==> config.mk <==
export PLATFORM = sky130hd
export DESIGN_NAME = hbus_run_ctrl
export DESIGN_NICKNAME = d
export VERILOG_FILES = /design/src/rtl/rc_pkg.sv /design/src/rtl/rc_clk_div.sv /design/src/rtl/rc_rst_stretch.sv /design/src/rtl/rc_run_fsm.sv /design/src/rtl/hbus_run_ctrl.sv
export SDC_FILE = /design/constraint.sdc
export NUM_CORES = 1
export LEC_CHECK = 0
export ABC_AREA = 0
export BUFFER_PORTS_ARGS = -buffer_cell sky130_fd_sc_hd__buf_2
export CORE_AREA = 2 2 39 41
export CTS_BUF_LIST = sky130_fd_sc_hd__clkbuf_2 sky130_fd_sc_hd__clkbuf_4 sky130_fd_sc_hd__clkbuf_8
export CTS_CLUSTER_DIAMETER = 200
export DETAILED_ROUTE_END_ITERATION = 12
export DIE_AREA = 0 0 41 43
export GPL_ROUTABILITY_DRIVEN = 0
export HOLD_SLACK_MARGIN = 0.02
export PLACE_DENSITY = 0.47
export SETUP_SLACK_MARGIN = 0.2
export SKIP_LAST_GASP = 1
export SYNTH_ARGS = -nofsm -noshare
export SYNTH_HDL_FRONTEND = slang
export SYNTH_SLANG_ARGS = --single-unit
==> constraint.sdc <==
create_clock -name clk -period 1.05 [get_ports clk]
set_input_delay 0.21 -clock clk [delete_from_list [all_inputs] [get_ports clk]]
set_output_delay 0.21 -clock clk [all_outputs]
set_load 0.005 [all_outputs]
==> src/rtl/rc_pkg.sv <==
package rc_pkg;
  typedef enum logic [1:0] {
    RC_WAIT = 2'd0,
    RC_RUN  = 2'd1,
    RC_HALT = 2'd2
  } run_state_e;
endpackage

==> src/rtl/rc_clk_div.sv <==
module rc_clk_div #(
  parameter int STAGES = 2
) (
  input  logic clk,
  input  logic rst,
  output logic tick
);
  logic [STAGES-1:0] q;
  logic [STAGES-1:0] tog;

  // toggle input of each stage: stage 0 always, higher stages when all lower ones are set
  always_comb begin
    tog[0] = 1'b1;
    for (int i = 1; i < STAGES; i++) tog[i] = tog[i-1] & q[i-1];
  end

  always_ff @(posedge clk) begin
    if (rst) q <= '0;
    else     q <= q ^ tog;
  end

  assign tick = &q;

  // after a tick the chain wraps to zero
  assert_tick_wrap_R1: assert property (@(posedge clk) disable iff (rst)
    tick |=> (q == '0));

  // the first stage inverts on every cycle out of reset
  assert_stage0_flip_R2: assert property (@(posedge clk) disable iff (rst)
    !$past(rst) |-> (q[0] != $past(q[0])));

  for (genvar i = 1; i < STAGES; i++) begin : g_stage_chk
    // a higher stage changes only when all lower stages were set
    assert_stage_hold_R2: assert property (@(posedge clk) disable iff (rst)
      (!$past(rst) && (q[i] != $past(q[i]))) |-> $past(&q[i-1:0]));
  end
endmodule

==> src/rtl/rc_rst_stretch.sv <==
module rc_rst_stretch #(
  parameter int DEPTH = 4
) (
  input  logic clk,
  input  logic rst,
  output logic rst_out
);
  logic [DEPTH-1:0] sr;

  always_ff @(posedge clk) begin
    if (rst) sr <= '1;
    else     sr <= {sr[DEPTH-2:0], 1'b0};
  end

  assign rst_out = sr[DEPTH-1];

  // host reset always drives the core reset
  assert_rst_follow_R3: assert property (@(posedge clk)
    rst |=> rst_out);

  // core reset never falls in the cycle right after host reset
  assert_rst_stretch_R3: assert property (@(posedge clk) disable iff (rst)
    $fell(rst_out) |-> !$past(rst));

  // once low, core reset stays low without host reset
  assert_rst_stay_low_R3: assert property (@(posedge clk) disable iff (rst)
    !rst_out |=> !rst_out);
endmodule

==> src/rtl/rc_run_fsm.sv <==
module rc_run_fsm
  import rc_pkg::*;
(
  input  logic clk,
  input  logic rst,
  input  logic tick,
  input  logic core_rst,
  input  logic core_halt,
  input  logic rd_strobe,
  output logic online,
  output logic done
);
  run_state_e state, state_nx;
  logic       cmpl_q;

  always_comb begin
    state_nx = state;
    case (state)
      RC_WAIT: if (tick && !core_rst) state_nx = RC_RUN;
      RC_RUN:  if (core_halt)         state_nx = RC_HALT;
      RC_HALT: state_nx = RC_HALT;
      default: state_nx = RC_WAIT;
    endcase
  end

  always_ff @(posedge clk) begin
    if (rst) begin
      state  <= RC_WAIT;
      cmpl_q <= 1'b0;
    end else begin
      state  <= state_nx;
      cmpl_q <= (state == RC_HALT);
    end
  end

  assign online = (state == RC_RUN);
  assign done   = cmpl_q && !online && rd_strobe;

  // online only rises after a tick seen with core reset released
  assert_online_entry_R4: assert property (@(posedge clk) disable iff (rst)
    $rose(online) |-> ($past(tick) && !$past(core_rst)));

  // once halted the core stays offline
  assert_halt_sticky_R5: assert property (@(posedge clk) disable iff (rst)
    (!$past(rst) && $past(state == RC_HALT)) |-> !online);

  // completion shows only after online was already low a cycle earlier
  assert_done_late_R6: assert property (@(posedge clk) disable iff (rst)
    done |-> !$past(online));
endmodule

==> src/rtl/hbus_run_ctrl.sv <==
module hbus_run_ctrl #(
  parameter int DIV_STAGES = 2,
  parameter int RST_STAGES = 4
) (
  input  logic clk,
  input  logic host_rst,
  input  logic rd_strobe,
  input  logic core_halt,
  output logic core_ce,
  output logic core_rst,
  output logic online,
  output logic done
);
  logic tick;

  rc_clk_div #(.STAGES(DIV_STAGES)) u_div (
    .clk  (clk),
    .rst  (host_rst),
    .tick (tick)
  );

  rc_rst_stretch #(.DEPTH(RST_STAGES)) u_stretch (
    .clk     (clk),
    .rst     (host_rst),
    .rst_out (core_rst)
  );

  rc_run_fsm u_fsm (
    .clk       (clk),
    .rst       (host_rst),
    .tick      (tick),
    .core_rst  (core_rst),
    .core_halt (core_halt),
    .rd_strobe (rd_strobe),
    .online    (online),
    .done      (done)
  );

  assign core_ce = tick & online;

  // host reset leaves the core disabled and offline in the next cycle
  assert_reset_clear_R8: assert property (@(posedge clk)
    host_rst |=> (!core_ce && !online && !done));

  // enable pulses last a single cycle
  assert_ce_single_R1: assert property (@(posedge clk) disable iff (host_rst)
    core_ce |=> !core_ce);
endmodule

# Yosys cells after proc, flatten, opt, wreduce, memory -nomap -nowiden
# Cells that the tools add are included.
[word_totals]
regBits = 9
output_inout_bits = 4
[op_classes]
n_eq_ne = 4
mux = 4
n_bitwise = 2
reduce_logical = 8
[op_table]
columns = ["operator", "n"]
rows = [
  ["$pmux 2 s3", 1],
  ["$mux 2", 2],
  ["$reduce_and 2->1", 2],
  ["$logic_and 1x1->1", 3],
  ["$eq 2x1->1 const B", 1],
  ["$eq 2x2->1 const B", 1],
  ["$logic_not 1->1", 2],
  ["$logic_not 2->1", 1],
  ["$ne 2x1->1 const B", 1],
  ["$ne 2x2->1 const B", 1],
  ["$xor 2x2->2", 1],
  ["$and 1x1->1", 1],
  ["$mux 1", 1],
]

# Depth between registers and ports, before layout
[logic_depth]
ltp_word = 4
mapped_depth = 5

# Cells and area by module
# From an unflattened synthesis, not the netlist that was laid out.
[unflattened]
hier_cells = 34
hier_area_um2 = 382.9
[modules_own_cells]
columns = ["module", "instances", "cells_per_inst", "area_per_inst_um2", "seq_area_each_um2"]
rows = [
  ["rc_run_fsm", 1, 21, 215.2, 60.1],
  ["rc_rst_stretch", 1, 7, 98.8, 80.1],
  ["rc_clk_div", 1, 5, 62.6, 40.0],
  ["hbus_run_ctrl", 1, 1, 6.3, 0.0],
]

# Worst setup path before layout
# No wires, ideal clock.
[synth_path]
kind = "reg-to-reg"
startpoint = "register u_fsm.state[1]"
endpoint = "register u_fsm.state[0]"
setup_time_ps = 72
arrival_ps = 1040
t_required_ps = 978
setup_slack_ps = -62
stages_incl_launch_ff = 6
synth_period_minus_slack_ps = 1112
cell_sequence = "dfxtp_1 > inv_1 > ha_1 > nor2b_4 > a21oi_4 > mux2i_1"
[synth_between]
elab_chain_len = 3
[synth_rtl]
columns = ["item", "line", "rtl"]
rows = [
  ["start: declaration", "rc_run_fsm.sv:13", "run_state_e state, state_nx;"],
  ["start signal: assignment", "rc_run_fsm.sv:31", "state <= state_nx;"],
  ["$eq 2x1->1 (*)", "-", ""],
  ["via online", "hbus_run_ctrl.sv:11", "output logic online,"],
  ["$ne 2x2->1 (no line)", "-", ""],
  ["$reduce_and 2->1 (no line)", "-", ""],
]
# Mark *: on every way through the listed nets, which the timed path passes. The rest lies on a longest branch.
# A chain may end at the register's enable or synchronous reset.

# Worst setup path after layout
[layout_path]
startpoint = "register u_fsm.state[1]"
endpoint = "output core_ce"
[layout_between]
elab_chain_len = 2
[layout_rtl]
columns = ["item", "line", "rtl"]
rows = [
  ["$eq 2x1->1", "rc_run_fsm.sv:36", "assign online = (state == RC_RUN);"],
  ["$and 1x1->1", "hbus_run_ctrl.sv:39", "assign core_ce = tick & online;"],
  ["end: declaration", "hbus_run_ctrl.sv:9", "output logic core_ce,"],
]
# Every way passes these cells.

==> results.md <==
* Biggest cell delay along the critical path at 340 ps
* Leakage power at 0.231 nW
* Arrival time worst endpoint at 1050 ps
* Global-route wire length before repair at 1080 microns
* Aggregate routed wire length at 676 microns
* Count of input and output buffers at 7
* Failing checks: setup timing
* Period utilisation layout at 120%
* Antenna cells at 0
* Worst slew margin relative to its limit at 90.8%
* Number of CTS-inserted buffers at 3
* DR DRC count at 0
* Run status: complete, but fails checks
* Power density relative to cell area at 1860 nW/um^2
* Worst IR Drop VDD at 0.000729 V
* Remaining antenna violation count at 0
* Post-Syn Instances at 34
* Synthesized area at 389 sq um
* Clock latency on the worst-skew pair at 270 ps
* CTS H-tree depth at 1
* Final count of hold timing violations at 0
* Root cell of the clock tree: clkbuf_4
* Critical Setup Path Class: reg -> out
* Io pins at 8
* Via count of the first global-routing pass at 247
* Distinct cell type count after synthesis at 13
* Worst Reg-to-Reg Cells at 5
* Classification of the worst-slack hold path: in -> reg
* Iteration count of the initial detailed-routing pass at 2
* Final critical delay including setup and external delays at 1260 ps
* Critical path's slowest cell: dfxtp_2
* Placed cell area at 482 sq um
* Clock sink count at 9
* # rows at 14
* Post-layout worst setup margin at -206 ps
* Horizontal die dimension at 41 microns
* Maximum number of pins on one net before global-route repair at 12
* Highest clock frequency the design can meet at 796 MHz
* Core region area at 1380 sq um
* Setup repair after global routing missed its margin: yes
* Overall routing resource usage at 10.1%
* Layout cells sized above 1 at 63.3%
* Area of the die at 1760 sq um
* Area growth syn-to-layout at 46.9%
* Required time at the endpoint of the critical path at 840 ps
* Final Max Tran Viols at 0
* Flip-flop and latch count after synthesis at 9
* Vias per Instance at 4.15
* Cells along the critical path: inv_2, ha_4, and2_4, buf_6
* CTS tree: done
* Wirelength per Cell at 10.4 microns
* Fill cell count at 142
* Maximum count of clock buffers along a single path at 2
* Ys Warns at 0
* Worst Hold Path Cells at 1
* NumNets Final at 59
* Fraction of the yosys area taken by sequential cells at 46.3%
* Routed via count at 270
* Critical Path End Type: output port
* Number of antenna violations at the first check in global routing at 0
* Worst Tran Pin Value at 134 ps
* Effective utilization at floorplan at 28.1%
* Setup clock skew after layout at 1.09 ps
* Finished Cell Area at 572 sq um
* Vertical die dimension at 43 microns
* Highest net fanout along the worst path at 4
* Crit start category: flop
* Post-layout utilization of the core at 41.3%
* Net count after synthesis at 43
* Initial DRC Count at 3
* Clock-pin slew on the worst setup and hold paths at 70 ps
* Post-Syn Area per Cell at 11.4 sq um
* Reported max-cap violation count at 0
* Final setup violation count at 5
* Grt ovf at 0
final timing paths:
kind / slack, ps / startpoint / endpoint
max reg2reg: -50 / u_fsm.state[1]$_SDFFE_PP0P_ / u_fsm.state[1]$_SDFFE_PP0P_
min reg2reg: 410 / u_stretch.sr[2]$_SDFF_PP1_ / u_stretch.sr[3]$_SDFF_PP1_
max: -210 / u_fsm.state[1]$_SDFFE_PP0P_ / core_ce
min: 160 / host_rst / u_stretch.sr[0]$_DFF_P_
cell usage in the layout, fill, tap and decap left out, types with 2 or more instances in the layout:
| cell type | instances |
|---|---|
| buf_2 | 6 |
| mux2i_1 | 2 |
| buf_4 | 3 |
| clkbuf_4 | 3 |
| nand2b_1 | 4 |
| nor2_1 | 2 |
| dfxtp_2 | 2 |
| dfxtp_1 | 6 |
| or2_2 | 3 |
| buf_6 | 2 |
| ha_4 | 4 |
| nor2b_1 | 2 |
repair_timing:
| item | CTS | global route |
|---|---|---|
| setup endpoints to repair | 7 | 8 |
| buffers inserted | 1 | 0 |
| gates cloned | 0 | 0 |
| gates resized for setup | 5 | 8 |
| pin swaps | 4 | 4 |
| hold buffers | 0 | 0 |
cell type report:
cell class / count / area, sq um / share of cell area [%]
timing repair buffer: 11 / 75.1 / 13.1
clock buffer: 3 / 22.5 / 3.94
clock inverter: 1 / 5.00 / 0.875
tap: 16 / 20.0 / 3.50
inverter: 2 / 10.0 / 1.75
sequential: 9 / 186 / 32.6
multi-input combinational: 23 / 253 / 44.2
synthesized netlist by cell type:
cell type  number  share of area [%]
dfxtp_1         9                 46
nand2b_4        1                3.5
nand2b_1        4                6.4
nor2b_1         2                3.2
nand2_1         1               0.96
nor2_1          2                1.9
nor2b_4         1                3.5
inv_1           2                1.9
or2_2           3                4.8
ha_1            5                 16
and2_2          1                1.9
mux2i_1         2                5.1
a21oi_4         1                4.2
per-layer routing:
layer,routed length (microns),GRT usage [%]
met1,313,11.6
met2,317,13.4
met3,33,4.71
met4,12,8.00
met5,0,0
through the flow:
stage          hold WS (ps)  TNS (ps)  setup WS [ps]  cells  power, mW
5_1_grt                 162      -810           -242     65       1.14
3_3_place_gp            392     -13.1          -13.1     60      0.689
4_1_cts                 161      -662           -218     65       1.02
6_report                165      -552           -206     65       1.07
2_1_floorplan           238         0           27.3     34      0.609
3_5_place_dp            399     -92.5          -46.9     60      0.706
state kept, by name (all words and copies together), names as in the netlist:
signal and cells:
u_stretch.sr 4, u_fsm.state 2, u_div.q 2, u_fsm.cmpl_q 1
power by group:
| part | switching (mW) | internal, mW |
|---|---|---|
| Sequential | 0.0399 | 0.386 |
| Clock | 0.136 | 0.141 |
| Combinational | 0.151 | 0.210 |
| Total | 0.327 | 0.738 |
cell families (layout without fill, tap and decap cells):
group	Yosys count	in the layout	synth area share, %
buffers and inverters	2	17	1.93
flip-flops	9	9	46.3
adder cells (fa/ha/maj)	5	5	16.1
AND/OR/NAND/NOR	15	15	26.4
multiplexers	2	2	5.14
AO/OA/AOI/OAI	1	1	4.18
critical path, delay by kind of cell, from the launching register on:
family / cells / cell delay [ps]
and+or+nand+nor: 1 / 130
adders and majority gates: 1 / 160
buffers and inverters: 2 / 150
DFF: 1 / 340
(Power assumes the default switching activity.)
